===== src/rtl/wseq_pkg.sv =====
package wseq_pkg;
  localparam int ST_W    = 3;
  localparam int NGROUP  = 4;
  localparam int NSLOT   = 1 << ST_W;
  localparam int TBL_N   = NGROUP * NSLOT;
  localparam int ADDR_W  = $clog2(TBL_N);
  localparam int CNT_W   = 9;
  localparam logic [ST_W-1:0] ST_IDLE = '1;

  typedef enum logic [1:0] {
    LF_AND  = 2'b00,
    LF_OR   = 2'b01,
    LF_XOR  = 2'b10,
    LF_ANDN = 2'b11
  } lfunc_e;

  // dwell length of a timed state; zero stands for 256
  function automatic logic [CNT_W-1:0] dwell_len(input logic [7:0] lb);
    dwell_len = (lb == 8'd0) ? 9'd256 : {1'b0, lb};
  endfunction

  function automatic logic lfunc_apply(input lfunc_e fn, input logic a, input logic b);
    case (fn)
      LF_AND:  lfunc_apply = a & b;
      LF_OR:   lfunc_apply = a | b;
      LF_XOR:  lfunc_apply = a ^ b;
      default: lfunc_apply = a & ~b;
    endcase
  endfunction
endpackage


===== src/rtl/wseq_table.sv =====
module wseq_table
  import wseq_pkg::*;
(
  input  logic              clk,
  input  logic              rst_n,
  input  logic              we,
  input  logic [ADDR_W-1:0] waddr,
  input  logic [7:0]        wdata,
  input  logic [ST_W-1:0]   st,
  output logic [7:0]        lb_byte,
  output logic [7:0]        op_byte,
  output logic [7:0]        out_byte,
  output logic [7:0]        lf_byte,
  output logic [7:0]        idle_out
);
  logic [7:0] grp [NGROUP][NSLOT];

  for (genvar g = 0; g < NGROUP; g++) begin : g_grp
    for (genvar s = 0; s < NSLOT; s++) begin : g_slot
      always_ff @(posedge clk) begin
        if (!rst_n) grp[g][s] <= '0;
        else if (we && waddr == ADDR_W'(g * NSLOT + s)) grp[g][s] <= wdata;
      end
    end
  end

  assign lb_byte  = grp[0][st];
  assign op_byte  = grp[1][st];
  assign out_byte = grp[2][st];
  assign lf_byte  = grp[3][st];
  assign idle_out = grp[2][ST_IDLE];
endmodule


===== src/rtl/wseq_cond.sv =====
module wseq_cond
  import wseq_pkg::*;
(
  input  logic [7:0] lf_byte,
  input  logic [7:0] flag_vec,
  output logic       cond
);
  logic opa, opb;
  assign opa  = flag_vec[lf_byte[5:3]];
  assign opb  = flag_vec[lf_byte[2:0]];
  assign cond = lfunc_apply(lfunc_e'(lf_byte[7:6]), opa, opb);
endmodule


===== src/rtl/wseq_top.sv =====
module wseq_top
  import wseq_pkg::*;
#(
  parameter int DATA_W = 8,
  parameter int NFLAG  = 6
) (
  input  logic              clk,
  input  logic              rst_n,
  input  logic              cfg_we,
  input  logic [4:0]        cfg_addr,
  input  logic [7:0]        cfg_wdata,
  input  logic              fifo_sel,
  input  logic              start,
  input  logic [DATA_W-1:0] data_in,
  input  logic [NFLAG-1:0]  flags_in,
  input  logic              fifo_full,
  input  logic              fifo_empty,
  output logic              cap_strobe,
  output logic [DATA_W-1:0] cap_data,
  output logic [7:0]        ctl_out,
  output logic              done
);
  localparam int FIFO_SELV = NFLAG;

  logic [ST_W-1:0]  st_cur, st_nxt;
  logic [CNT_W-1:0] dwell_cnt;
  logic             rex_used;
  logic [7:0]       lb_byte, op_byte, out_byte, lf_byte, idle_out;
  logic [7:0]       flag_vec;
  logic             cond;

  // named events for the checker
  logic st_idle, is_dec, samp_now, launch, dwell_end, rex_hold;

  wseq_table u_tbl (
    .clk(clk), .rst_n(rst_n), .we(cfg_we), .waddr(cfg_addr), .wdata(cfg_wdata),
    .st(st_cur), .lb_byte(lb_byte), .op_byte(op_byte), .out_byte(out_byte),
    .lf_byte(lf_byte), .idle_out(idle_out)
  );

  always_comb begin
    flag_vec = '0;
    flag_vec[NFLAG-1:0] = flags_in;
    flag_vec[FIFO_SELV] = fifo_sel ? fifo_full : fifo_empty;
    flag_vec[7]         = 1'b1;
  end

  wseq_cond u_cond (.lf_byte(lf_byte), .flag_vec(flag_vec), .cond(cond));

  assign st_idle   = (st_cur == ST_IDLE);
  assign is_dec    = !st_idle && op_byte[0];
  assign samp_now  = !st_idle && op_byte[1];
  assign launch    = st_idle && start;
  assign dwell_end = !st_idle && !op_byte[0] &&
                     ((dwell_cnt + CNT_W'(1)) == dwell_len(lb_byte));
  assign rex_hold  = is_dec && lb_byte[7] && !rex_used;

  always_comb begin
    st_nxt = st_cur;
    if (launch)                   st_nxt = '0;
    else if (is_dec && !rex_hold) st_nxt = cond ? lb_byte[5:3] : lb_byte[2:0];
    else if (dwell_end)           st_nxt = st_cur + ST_W'(1);
  end

  always_ff @(posedge clk) begin
    if (!rst_n) begin
      st_cur     <= ST_IDLE;
      dwell_cnt  <= '0;
      rex_used   <= 1'b0;
      done       <= 1'b0;
      cap_strobe <= 1'b0;
      cap_data   <= '0;
    end else begin
      cap_strobe <= samp_now;
      if (samp_now) cap_data <= data_in;
      st_cur <= st_nxt;
      if (launch) begin
        dwell_cnt <= '0;
        rex_used  <= 1'b0;
        done      <= 1'b0;
      end else if (!st_idle) begin
        if (is_dec) begin
          dwell_cnt <= '0;
          rex_used  <= rex_hold;
        end else if (dwell_end) begin
          dwell_cnt <= '0;
        end else begin
          dwell_cnt <= dwell_cnt + CNT_W'(1);
        end
        if (st_nxt == ST_IDLE) done <= 1'b1;
      end
    end
  end

  assign ctl_out = st_idle ? idle_out : out_byte;
endmodule


===== config.mk =====
export PLATFORM = sky130hd
export DESIGN_NAME = wseq_top
export DESIGN_NICKNAME = d
export VERILOG_FILES = /design/src/rtl/wseq_pkg.sv /design/src/rtl/wseq_table.sv /design/src/rtl/wseq_cond.sv /design/src/rtl/wseq_top.sv
export SDC_FILE = /design/constraint.sdc
export NUM_CORES = 1
export LEC_CHECK = 0
export BUFFER_PORTS_ARGS = -buffer_cell sky130_fd_sc_hd__buf_2
export CAP_MARGIN = 0
export CORE_ASPECT_RATIO = 2
export CORE_MARGIN = 10
export CORE_UTILIZATION = 55
export DETAILED_ROUTE_END_ITERATION = 7
export GPL_TIMING_DRIVEN = 1
export PLACE_DENSITY = 0.71
export SYNTH_ARGS = -nofsm -noshare
export SYNTH_HDL_FRONTEND = slang
export SYNTH_SLANG_ARGS = --single-unit
export TNS_END_PERCENT = 5

===== constraint.sdc =====
create_clock -name clk -period 8.3 [get_ports clk]
set_input_delay 0.83 -clock clk [delete_from_list [all_inputs] [get_ports clk]]
set_output_delay 0.83 -clock clk [all_outputs]
set_load 0.01 [all_outputs]

* After elaboration in Yosys (flattened, before gate mapping)
Memories as Yosys holds them, arrays and structs flattened.
Cells that the tools add are included.
** Word-level totals
- Bits in writable memories :: 256
- Logic and storage cells :: 293
- Output and inout port bits :: 18
- Bits in registers :: 23
- Memories kept :: 1
** Cells by class
- Muxes and demuxes :: 155
- Bitwise operators :: 40
- Reductions and logical operators :: 50
- Add/sub/neg operators :: 2
- Eq/ne operators :: 36
- Magnitude comparators :: 3
** Memory list
- u_tbl.grp :: words 4, width 64, read ports 4, clocked after memory_dff 0, write ports 4, RTL line wseq_table.sv:16 : logic [7:0] grp [NGROUP][NSLOT];
** Operators by type and width (number)
- $mux 8 :: 39
- $mux 1 :: 100
- $bmux 8 s3 :: 4
- $eq 5x5->1 const B :: 16
- $eq 5x4->1 const B :: 8
- $logic_and 1x1->1 :: 40
- $or 1x1->1 :: 33
- $mux 9 :: 3
- $eq 5x3->1 const B :: 4
- $mux 3 :: 4
- $eq 5x2->1 const B :: 2
- $add 9x1->9 const B :: 1
- $eq 9x9->1 :: 1
- $logic_not 8->1 :: 1
- $lt 3x4->1 const B :: 2
- $bmux 1 s3 :: 2
- $eq 3x3->1 const B :: 2
- $eq 5x1->1 const B :: 1
- $logic_not 5->1 :: 1
- $ge 4x4->1 const B :: 1
- $logic_not 1->1 :: 4
- $mux 2 :: 2
- $not 3->4 :: 1
- $reduce_and 2->1 :: 2
- other kinds (9) :: 12

* Longest topological paths before layout
Gate-level depths: netlist of the first run.
- Word-level depth :: 14
- Gate-level depth with buffers :: 18
- Mapped depth without buffers :: 12

* By module
Synthesis of the first run repeated with hierarchy kept, for this count alone.
** Second synthesis, totals
- Cells, all modules :: 1002
- Area, all modules :: 13708.1 um2
** Modules (own cells, without submodules)
- wseq_table :: times used 1, area each 11994.0 um2, cells an instance 807, seq. area each 7687.4 um2
- wseq_top :: times used 1, area each 1488.9 um2, cells an instance 177, seq. area each 460.4 um2
- wseq_cond :: times used 1, area each 225.2 um2, cells an instance 18, seq. area each 0.0 um2

* Least setup slack after synthesis of the first run
OpenSTA, ideal clock, no wires.
- Kind :: register to register
- Start :: register st_cur[0]
- End :: register done
- Period minus slack after synthesis :: 3.776 ns
- Data required time :: 8.204 ns
- Setup slack :: 4.524 ns
- Stages on the path, launching flop included :: 19
- Data arrival time :: 3.680 ns
- Buffers on the path :: 6
- Cells stage by stage :: dfxtp_1 -> buf_6 -> buf_12 -> buf_12 -> buf_12 -> buf_4 -> buf_1 -> mux4_2 -> nand2_1 -> and2_1 -> inv_1 -> ha_1 -> inv_1 -> o21ai_0 -> a22oi_4 -> mux2_2 -> nand2_1 -> o21ai_1 -> o41ai_2
** Between the ends
- Longest elaborated chain between the ends :: 14
** RTL lines
- from (decl) :: RTL line wseq_top.sv:25 : logic [ST_W-1:0] st_cur, st_nxt;
- from (signal assigned) :: RTL line wseq_top.sv:76 : st_cur <= st_nxt;
- $not 3->4 (not written as such) :: RTL line wseq_table.sv:27, wseq_table.sv:28, wseq_table.sv:30
- $bmux 8 s3 :: RTL line wseq_table.sv:30 : assign lf_byte = grp[3][st];
- $mux 8 (not written as such) (2 in series) :: RTL line wseq_table.sv:30
- $bmux 1 s3 :: RTL line wseq_cond.sv:10 : assign opb = flag_vec[lf_byte[2:0]];
- $mux 1 (not written as such) :: RTL line wseq_cond.sv:10
- $not 1->1 :: RTL line wseq_pkg.sv:27 : default: lfunc_apply = a & ~b;
- $and 1x1->1 :: RTL line wseq_pkg.sv:27
- $pmux 1 s3 :: RTL line wseq_pkg.sv:23 : case (fn)
- $mux 3 (2 in series) :: RTL line wseq_top.sv:61 : else if (is_dec && !rex_hold) st_nxt = cond ? lb_byte[5:3] : lb_byte[2:0];
- $mux 3 :: RTL line wseq_top.sv:60 : if (launch) st_nxt = '0;
- $eq 3x3->1 :: RTL line wseq_top.sv:90 : if (st_nxt == ST_IDLE) done <= 1'b1;
- $reduce_and 2->1 (no source line)
- to (signal assigned) :: RTL line wseq_top.sv:70 : done <= 1'b0;
- to (signal assigned) :: RTL line wseq_top.sv:80 : done <= 1'b0;
- to (signal assigned) :: RTL line wseq_top.sv:90
- to (decl) :: RTL line wseq_top.sv:21 : output logic done
Parallel ways exist; a longest one is shown, timed or not. The select of a mux whose other input is x is not followed.
A chain may end at the register's enable or synchronous reset.

* Worst setup path after layout of the first run
- Start :: register st_cur[0]
- End :: register dwell_cnt[1]
** Between the ends
- Longest elaborated chain between the ends :: 10
** RTL lines
- $not 3->4 (not written as such) :: RTL line wseq_table.sv:27, wseq_table.sv:28
- $bmux 8 s3 :: RTL line wseq_table.sv:27 : assign lb_byte = grp[0][st];
- $mux 8 (not written as such) (2 in series) :: RTL line wseq_table.sv:27
- $logic_not 8->1 :: RTL line wseq_pkg.sv:19 : dwell_len = (lb == 8'd0) ? 9'd256 : {1'b0, lb};
- $mux 9 :: RTL line wseq_pkg.sv:19
- $eq 9x9->1 :: RTL line wseq_top.sv:55 : ((dwell_cnt + CNT_W'(1)) == dwell_len(lb_byte));
- $logic_and 1x1->1 :: RTL line wseq_top.sv:54 : assign dwell_end = !st_idle && !op_byte[0] &&
- $mux 9 :: RTL line wseq_top.sv:85 : end else if (dwell_end) begin
- $mux 9 :: RTL line wseq_top.sv:82 : if (is_dec) begin
- to (signal assigned) :: RTL line wseq_top.sv:88 : dwell_cnt <= dwell_cnt + CNT_W'(1);
- to (decl) :: RTL line wseq_top.sv:26 : logic [CNT_W-1:0] dwell_cnt;
Parallel ways exist; a longest one is shown, timed or not. The select of a mux whose other input is x is not followed.

==> metrics.txt, run 1 <==
result of the run=finished, final reports clean; number of enable flip-flop cells after synthesis=about 210; count of buffers from port buffering=51; most common flop cell mapped by yosys=edfxtp_1; post-route fraction of the period consumed by the critical path=0.5337; maximum clock insertion buffer count=3; largest cells by area after synthesis=edfxtp_1, and2_1, mux4_2; count of distinct cell types in the synthesized netlist=48; family with the most delay on the worst path=compound AO/OA/AOI/OAI gates; Routed WL per cell=22.00 um; delay of the slowest critical-path stage=~0.97 ns; number of violations reported at the end of detailed-routing iteration 0=475; switching power total=1.032 mW; num rows=between 70 and 80; placement-stage worst setup slack=3.910 ns; Fmax=between 0.2 and 0.25 GHz; data arrival time of the critical path=~4.8 ns; routability-driven placement congestion ratio=between 0.8 and 0.9; summed instance area of the synthesized netlist=approximately 11,000 um^2; first-pass GRT wire length=just over 40,000 um; depth of the CTS H-tree=1; Max transition margin=0.1128; number of endpoints failing setup at the final stage=0; share of the synthesized area in the top cell type=0.5479; total non-filler cell area in the finished layout=12,440 um^2; slack of the worst reg-to-reg path=3.87 ns; Final TNS setup=0 ns; startpoint type of the worst setup path=flip-flop; post-layout total power=roughly 3.3 mW; Initial Utilization=0.5571; number of global-route vias before repair=7,300; slowest stage cell on the critical path=o31ai_1; Core Area=20,460 um^2; critical path, cell by cell=mux4_2 -> mux2_2 -> a41o_1 -> or4_1 -> xor2_1 -> o21ai_0 -> o31ai_1 -> inv_1 -> a22oi_1 -> nor2_1; area added between synthesis and finish=9.143%; placed cell count=1,143; startpoint of the worst setup timing path=st_cur[0]; Hold Crit Class=flip-flop to flip-flop; register share of total power=0.432; Synthesis Warnings=0; pin count of the biggest net entering global routing=55; setup repair after global routing missed its margin=no; transition time at the pin with the least slew margin=approximately 1.3 ns; standby leakage power=4.498 nW; startpoint of the worst register-to-register path=st_cur[0]; TritonCTS sink count=between 200 and 250; die height=223.6 um; synthesized net count=905; CTS root buf=clkbuf_16; vias per std cell=just under 6; setup ws final=3.870 ns; sequential share of the synthesized area=0.5883; utilization after layout=0.6080; top cells by count, synth=edfxtp_1, and2_1, nor2_1, o21ai_0, mux2i_1; async set or reset register ratio after synthesis=0; postcts setup bufs=0; Clock Latency Late Sink=between 0.5 and 0.6 ns; overall overflow remaining after global route=0; area of placed instances=11,810 um^2; Detailed Routing Iterations Pass 1=5; Clock Skews=between 0.01 and 0.015 ns; max capacitance violation total=0; internal power of the cells=2.274 mW; critical path depth=10; clock share of power=0.275; capturing instance or port of the critical path=dwell_cnt[1]; clock transition time at the flip-flop clock pins of the worst setup and hold paths=approximately 0.060 ns; I/O pin total=52; crit path kind=flip-flop to flip-flop; Chip Width=between 100 and 150 um; detailed-placement wirelength estimate=18,010 um; register bit count reported by yosys=between 200 and 250; number of instances in the synthesized netlist=864; min cycle time layout=4.430 ns; cts-stage hold buffer count=0; clock tree from TritonCTS=done; critical path required time=8.69 ns; cell type with the largest total area after synthesis=edfxtp_1; peak supply drop=about 0.00020 V; terminus of the critical flop-to-flop path=dwell_cnt[1]; Tot GR Track Use=0.1937; Slew Limit Fails=0; post-layout net count=941; top-count cell post-synth=edfxtp_1; fin cells=1,180; Num CTS Buffers=21; largest fanout on the critical path=44; routed vias=approximately 7,000; Routed Antenna Nets=0; Power per Cell Area=265.8 nW/um^2; layout cells sized above 1=0.1630; portion of total power attributed to combinational logic=0.293; post-cts sizing count=0; DRC violation count after routing=0; category of the worst setup path capture point=flip-flop; average footprint of a synthesized cell=between 10 and 15 um^2; antenna violations before repair=0; worst hold slack=0.4831 ns; Post-Route WL=25,960 um; share of total power consumed by net switching=0.3122; count of buffer and inverter cells on the critical path=1; diode count=0; die area=27,230 um^2; depth of the worst register-to-register path=10; number of hold-slack violations in the final timing report=0
-- cells in the final DEF (no fill, tap or decap), types with 8 or more instances in the layout --
cell,instances
nor2_1,73
mux4_2,42
clkbuf_16,21
xnor2_1,8
buf_2,51
mux2i_1,46
and2_1,196
buf_4,11
o21ai_0,54
a21oi_1,10
edfxtp_1,208
nor2b_1,10
nand3_1,20
nand2_1,40
dfxtp_1,21
-- metal layers --
metal	vias up	GRT usage	wire [um]
met5	-	0	0
met4	0	0.1001	1184
met3	51	0.02520	1046
met2	183	0.3585	14470
met1	3454	0.2050	9254
li1	3216	-	-
-- sequential cells by signal, summed over array words and instances, names as in the netlist --
name / cells
done: 1
cap_strobe: 1
cap_data: 8
dwell_cnt: 9
u_tbl.grp: 208
st_cur: 3
rex_used: 1
-- worst min-delay path by stage --
stage | start | end | slack [ns] | depth (start not counted)
3_5_place_dp | done | done | 0.47 | 2
3_3_place_gp | done | done | 0.47 | 2
5_1_grt | done | done | 0.52 | 2
2_1_floorplan | rex_used | rex_used | 0.46 | 2
4_1_cts | done | done | 0.49 | 2
6_report | done | done | 0.48 | 2
-- layout make-up --
cell class | instances | area, um^2
timing repair buffer | 62 | 337.8
tap | 266 | 332.8
inverter | 8 | 30.03
multi-input combinational | 576 | 4399
fill | 1582 | 8020
sequential | 231 | 6711
clock buffer | 29 | 575.6
clock inverter | 8 | 55.05
-- power by group through the flow --
stage | Clock [mW] | Combinational, mW | Sequential, mW
after floorplan | 0 | 0.777 | 1.41
after global placement | 0 | 0.960 | 1.45
after detailed placement | 0 | 0.976 | 1.45
after CTS | 0.923 | 0.979 | 1.43
after global routing | 0.961 | 1.05 | 1.44
final | 0.910 | 0.968 | 1.43
-- worst register-to-register path: cells and delay by family (launching register included) --
family / cells / cell delay [ns]
AO/OA/AOI/OAI: 4 / 1.54
XOR/XNOR: 1 / 0.15
buffers and inverters: 1 / 0.26
flip-flops: 1 / 0.85
multiplexers: 2 / 0.91
AND/OR/NAND/NOR: 2 / 0.60
-- cell families (layout without fill, tap and decap cells) --
kind of cell | Yosys count | count (layout) | synth area share
compound gates | 84 | 84 | 0.04357
xor+xnor | 13 | 13 | 0.009988
fa+ha+maj | 7 | 7 | 0.007683
buf+inv | 57 | 107 | 0.02579
flops | 231 | 231 | 0.5883
mux | 101 | 101 | 0.1474
simple gates | 371 | 371 | 0.1773
Power figures use the tool's default switching activity.
==> inputs of run 2 (changes only) <==
ABC_AREA = 1   (was not set)
clock period = 4.2 ns   (was 8.3 ns; I/O delays follow)
==> run 2 against run 1 <==
  * Non-clock buffer count rose by 1
  * Area after synthesis increased by 0.24%
  * Worst hold slack got worse by 0.30 ns
  * Clock skew fell by 0.0060 ns
  * Combinational power grew to 3.2 times the previous value
  * Final cell count is 34% higher
  * Clock-buffer cell count shrank 1
  * Die area up 0.21%
  * First-iteration DRC count grew 57%
  * Setup slack worse by 2.9 ns
  * Via count up 30%
==> metrics.txt, run 2 <==
area of the multi-input gates=3943 um^2 (-10%); detailed-placement wirelength estimate=20,380 um (+13%); Routed WL per cell=19.16 um (-13%); category of the worst setup path capture point=output pin; top-count cell post-synth=nor2_1; terminus of the critical flop-to-flop path=done; Tot GR Track Use=0.2233 (+0.02959); top cells by count, synth=nor2_1, nand2_1, edfxtp_1, nand3_1, inv_1; worst hold slack=0.1828 ns (-0.3003 ns); number of enable flip-flop cells after synthesis=208 (unchanged); Clock Skews=0.008708 ns (-0.006021 ns); Detailed Routing Iterations Pass 1=7 (+2); cts-stage hold buffer count=0 (unchanged); slowest stage cell on the critical path=dfxtp_2; critical path, cell by cell=buf_4 -> o21ai_0 -> o221ai_1 -> nand3_1 -> nand2_1 -> buf_2; sequential share of the synthesized area=0.5869 (-0.001417); number of global-route vias before repair=8,869 (+21%); fin cells=1,585 (+34%); die height=223.8 um (+0.11%); HP Start=data_in[5]; clock transition time at the flip-flop clock pins of the worst setup and hold paths=0.07 ns (about the same); register bit count reported by yosys=231 (unchanged); CTS root buf=clkbuf_16; Core Area=20,460 um^2 (unchanged); Routed Antenna Nets=0 (unchanged); share of the synthesized area in the top cell type=0.5466 (-0.001320); standby leakage power=4.967 nW (+10%); peak supply drop=0.0004050 V (+99%); DRC violation count after routing=0 (unchanged); postcts setup bufs=0 (unchanged); Worst Hold Depth=3 (+1); Synthesis Warnings=0 (unchanged); number of flip-flops in the largest register=208 (unchanged); area added between synthesis and finish=8.059%; routed vias=8,960 (+30%); num rows=74 (unchanged); cell type with the largest total area after synthesis=edfxtp_1; transition time at the pin with the least slew margin=1.233 ns (-0.08415 ns); depth of the CTS H-tree=1 (unchanged); post-route fraction of the period consumed by the critical path=0.7614; total non-filler cell area in the finished layout=12,350 um^2 (-0.75%); count of buffers from port buffering=51 (unchanged); post-layout total power=7.746 mW (+130%); delay of the slowest critical-path stage=0.58 ns (-0.39 ns); post-layout net count=1,348 (+43%); summed instance area of the synthesized netlist=11,430 um^2 (+0.24%); largest reg by FF count=u_tbl.grp; largest cells by area after synthesis=edfxtp_1, nor2_1, nand2_1; area of placed instances=11,720 um^2 (-0.75%); Post-Route WL=30,370 um (+17%); number of endpoints failing setup at the final stage=0 (unchanged); slack of the worst reg-to-reg path=1.08 ns (-2.79 ns); hold path endpoint=cap_data[5]; first-pass GRT wire length=47,270 um (+17%); overall overflow remaining after global route=0 (unchanged); number of violations reported at the end of detailed-routing iteration 0=748 (+57%); number of hold-slack violations in the final timing report=0 (unchanged); routability-driven placement congestion ratio=0.9224 (+6.3%); Chip Width=121.9 um (+0.10%); Hold Crit Class=primary input to flip-flop; average footprint of a synthesized cell=8.817 um^2 (-33%); Max transition margin=0.1695 (+0.05670); Clock Latency Late Sink=0.52 ns (about the same); vias per std cell=5.653 (-3.4%); layout cells sized above 1=0.08491 (-0.07811); placed cell count=1,550 (+36%); data arrival time of the critical path=2.78 ns (-2.04 ns); registers with the most flip-flops=u_tbl.grp: 208 flops, dwell_cnt: 9 flops, cap_data: 8 flops; most common library cell in the layout ignoring fill and taps=nor2_1; post-cts sizing count=0 (unchanged); Fmax=0.3127 GHz; async set or reset register ratio after synthesis=0 (unchanged); commonest non-fill, non-tap cells in the layout=nor2_1, nand2_1, edfxtp_1; synthesized net count=1,337 (+48%); depth of the worst register-to-register path=20 (+10); Initial Utilization=0.5585 (+0.001345); Storage cell area=6711 um^2 (unchanged); I/O pin total=52 (unchanged); number of inserted filler cells in the final layout=1,721 (+8.8%); Slew Limit Fails=0 (unchanged); startpoint of the worst setup timing path=st_cur[1]; clock tree from TritonCTS=done; setup repair after global routing missed its margin=no; min cycle time layout=3.198 ns; diode count=0 (unchanged); largest fanout on the critical path=36 (-18%); critical path required time=3.78 ns (-4.91 ns); die area=27,290 um^2 (+0.21%); TritonCTS sink count=231 (unchanged); max capacitance violation total=0 (unchanged); antenna violations before repair=0 (unchanged); Power per Cell Area=627.3 nW/um^2 (+140%); result of the run=finished, final reports clean; pin count of the biggest net entering global routing=106 (+93%); crit path kind=flip-flop to output pin; count of distinct cell types in the synthesized netlist=34 (-29%); Final TNS setup=0 ns (unchanged); number of instances in the synthesized netlist=1,296 (+50%); startpoint type of the worst setup path=flip-flop; startpoint of the worst register-to-register path=st_cur[0]; maximum clock insertion buffer count=3 (unchanged); Num CTS Buffers=21 (unchanged); most common flop cell mapped by yosys=edfxtp_1
[run 2: cell types whose count changed after synthesis, moves of 45 or more]
| cell | change |
|---|---|
| nor2_1 | +270 |
| nand2_1 | +213 |
| and2_1 | -196 |
| nand3_1 | +96 |
| inv_1 | +86 |
| mux2i_1 | -45 |
[run 2: stage by stage]
step	worst slack, ns	util
floorplan	1.430	-
global placement	1.250	0.5729
detailed placement	1.123	0.5729
CTS	1.029	0.6035
global route	0.6153	0.6035
finish	1.002	0.6035
[run 2: worst max-delay path by stage]
stage	end	slack (ns)
after floorplan	done	1.43
after global placement	done	1.25
after detailed placement	done	1.12
after CTS	ctl_out[6]	1.03
after global routing	done	0.62
final	ctl_out[2]	1.00
[run 2: cells by family after synthesis]
family                     share of synthesized area
and+or+nand+nor                               0.2616
DFF                                           0.5869
buffers and inverters                        0.06832
AOI/OAI and AO/OA                            0.07084
adders and majority gates                   0.007664
xor gates and xnor gates                    0.003833
muxes                                      0.0008760
[run 2: routing by layer]
layer	wire length, um	global-route usage
met4	1917	0.1399
met2	16370	0.4082
met5	0	0
met1	10480	0.2337
met3	1601	0.02394
[run 2: power by group]
part / total [mW] / switching, mW / leakage (nW) / internal, mW
Sequential: 2.83 / 0.143 / 2.17 / 2.69
Clock: 1.80 / 0.828 / 0.307 / 0.975
Combinational: 3.12 / 2.18 / 2.49 / 0.940
Total: 7.75 / 3.15 / 4.97 / 4.60
[run 2: final cells by class]
class | instances | area share
Clock inverter | 7 | 0.003546
Sequential cell | 231 | 0.5435
Tap cell | 266 | 0.02695
Timing Repair Buffer | 63 | 0.02898
Multi-Input combinational cell | 892 | 0.3193
Inverter | 98 | 0.03060
Clock buffer | 28 | 0.04712
[run 2: critical path, delay by kind of cell, from the launching register on]
| family | cells | cell delay (ns) |
|---|---|---|
| buffers and inverters | 2 | 0.58 |
| AO/OA/AOI/OAI | 2 | 0.83 |
| AND/OR/NAND/NOR | 2 | 0.23 |
| flip-flops | 1 | 0.58 |
==> inputs of run 3 (changes only) <==
PLACE_DENSITY = 0.74   (was 0.71)
clock period = 2.6 ns   (was 4.2 ns; I/O delays follow)
==> run 3 against run 2 <==
  * Clock-buffer cell count fell by 2
  * Clock power rose by 77%
  * Global-route usage rose by 0.17 points
  * Core utilization rose by 6.7 points
  * Sequential cell count did not move
  * First-iteration DRC count rose by 26%
  * Critical path type is now flip-flop to flip-flop
  * Setup slack got worse by 0.99 ns
  * Register-to-register slack got worse by 1.1 ns
  * Highest routed layer unchanged
  * Sequential power rose by 60%
==> metrics.txt, run 3 (synthesized netlist as in run 2, its figures left out) <==
Chip Width=121.9 um (unchanged); Tot GR Track Use=0.2249 (+0.001650); Hold Crit Class=primary input to flip-flop; num rows=74 (unchanged); post-layout net count=1,424 (+5.6%); largest reg by FF count=u_tbl.grp; Worst Hold Depth=3 (unchanged); Post-Route WL=33,460 um (+10%); pin count of the biggest net entering global routing=52 (-51%); total non-filler cell area in the finished layout=13,720 um^2 (+11%); standby leakage power=5.547 nW (+12%); category of the worst setup path capture point=flip-flop; largest fanout on the critical path=8 (-78%); routed vias=9,696 (+8.2%); die height=223.8 um (unchanged); placed cell count=1,602 (+3.4%); first-pass GRT wire length=47,910 um (+1.4%); count of buffers from port buffering=51 (unchanged); count of buffer and inverter cells on the critical path=3 (+1); commonest non-fill, non-tap cells in the layout=nor2_1, nand2_1, edfxtp_1; Num CTS Buffers=21 (unchanged); transition time at the pin with the least slew margin=0.5361 ns (-0.6966 ns); die area=27,290 um^2 (unchanged); delay of the slowest critical-path stage=0.47 ns (-0.11 ns); clock transition time at the flip-flop clock pins of the worst setup and hold paths=0.08 ns (about the same); setup ws final=0.01540 ns (-0.9866 ns); I/O pin total=52 (unchanged); Clock Latency Late Sink=0.51 ns (about the same); Core Area=20,460 um^2 (unchanged); most repeated library cell on the critical path=nand2_2; vias per std cell=5.827 (+3.1%); area added between synthesis and finish=20.07%; terminus of the critical flop-to-flop path=done; family with the most delay on the worst path=simple AND/OR/NAND/NOR gates; Routed Antenna Nets=0 (unchanged); diode count=0 (unchanged); post-layout total power=15.43 mW (+99%); depth of the worst register-to-register path=21 (+5.0%); number of flip-flops in the largest register=208 (unchanged); result of the run=finished, final reports clean; number of violations reported at the end of detailed-routing iteration 0=943 (+26%); crit path kind=flip-flop to flip-flop; area of placed instances=12,180 um^2 (+3.9%); depth of the CTS H-tree=1 (unchanged); Fmax=0.3869 GHz; routability-driven placement congestion ratio=0.9311 (+0.94%); detailed-placement wirelength estimate=21,220 um (+4.2%); peak supply drop=0.0008086 V (+100%); Slew Limit Fails=0 (unchanged); Detailed Routing Iterations Pass 1=8 (+1); post-route fraction of the period consumed by the critical path=0.9941; overall overflow remaining after global route=0 (unchanged); number of endpoints failing setup at the final stage=0 (unchanged); number of hold-slack violations in the final timing report=0 (unchanged); critical path, cell by cell=buf_12 -> clkbuf_16 -> nor2_2 -> nor2_2 -> o21ai_4 -> nand3_2 -> nand2_2 -> buf_6 -> nand2_2 -> nand2_2 -> nor2_2 -> nand2_2 -> nor2_4 -> nand3_4 -> nand2_2 -> o21ai_2 -> nand2_1 -> nand2_2 -> nor2_2 -> nand2_1 -> a21oi_2; hold path endpoint=cap_data[5]; number of global-route vias before repair=9,113 (+2.8%); Max transition margin=0.6413 (+0.4718); placement-stage worst setup slack=-0.01724 ns (-1.140 ns); Clock Skews=0.01676 ns (+0.008047 ns); Power per Cell Area=1124 nW/um^2 (+79%); HP Start=data_in[5]; fin cells=1,664 (+5.0%); startpoint type of the worst setup path=flip-flop; critical path required time=3.04 ns (-0.74 ns); startpoint of the worst register-to-register path=st_cur[0]; DRC violation count after routing=0 (unchanged); clock tree from TritonCTS=done; Initial Utilization=0.5585 (unchanged); setup repair after global routing missed its margin=yes; min cycle time layout=between 2 and 3 ns; Routed WL per cell=20.11 um (+4.9%); registers with the most flip-flops=u_tbl.grp: 208 flops, dwell_cnt: 9 flops, cap_data: 8 flops; maximum clock insertion buffer count=3 (unchanged); slowest stage cell on the critical path=dfxtp_4; CTS root buf=clkbuf_16; layout cells sized above 1=0.2074 (+0.1225); max capacitance violation total=0 (unchanged); slack of the worst reg-to-reg path=0.02 ns (-1.06 ns); most common library cell in the layout ignoring fill and taps=nor2_1; antenna violations before repair=0 (unchanged); data arrival time of the critical path=3.02 ns (+0.24 ns); TritonCTS sink count=231 (unchanged)
==> run 3: changes by cell type in the layout (fill, tap and decap cells not counted), sizes merged <==
cell,previous run,this run
inv,97,99
bufinv,0,3
clkbuf,28,32
buf,63,131
clkinv,7,9
==> run 3: worst min-delay path, stage by stage <==
cell and delay, ns:
buf_2 0.07, o21ai_0 0.07, a21oi_1 0.11
==> run 3: layout make-up <==
class                   instances  area [um^2]
flip-flops and latches        231         6714
well taps                     266        332.8
repair inverters                2        17.52
clock inverters                12        146.4
clock buffers                  26        544.3
inverters                      98        389.1
fillers                      1555         6741
repair buffers                137         1220
multi-input cells             892         4357
==> run 3: how the worst max path moves through the flow <==
stage / from / slack, ns / end / cells after the start
final: st_cur[0] / 0.02 / done / 21
after global routing: st_cur[0] / -0.17 / done / 20
after floorplan: st_cur[0] / 0.01 / done / 20
after CTS: st_cur[1] / 0.01 / ctl_out[2] / 9
after global placement: st_cur[0] / 0.06 / done / 20
after detailed placement: st_cur[0] / -0.02 / done / 18
==> run 3: timing repair <==
action                                  4_1_cts  5_1_grt
gates resized for setup                       7      139
endpoints found under the setup margin        9       19
cloned                                        0       13
setup buffers                                 0       12
pin swaps                                     1       69
hold buffers                                  0        0
==> run 3: per-stage QoR <==
stage                TNS, ns  hold slack, ns    util
floorplan                  0          0.3949       -
CTS                        0         0.02786  0.6297
finish                     0         0.03801  0.6705
detailed placement  -0.01724          0.4310  0.5950
global placement           0          0.4264  0.5950
global route          -1.301         0.05301  0.6705
==> run 3: per-layer routing <==
metal | wire length [um] | vias to the layer above | GRT usage
met3 | 2346 | 163 | 0.02494
li1 | - | 4461 | -
met2 | 18370 | 509 | 0.4253
met5 | 0 | - | 0
met4 | 2381 | 0 | 0.1287
met1 | 10360 | 4563 | 0.2270
==> run 3: where the power goes <==
group | internal (mW) | total [mW] | switching [mW]
Combinational | 3.11 | 7.72 | 4.61
Clock | 1.80 | 3.19 | 1.38
Sequential | 4.34 | 4.52 | 0.178
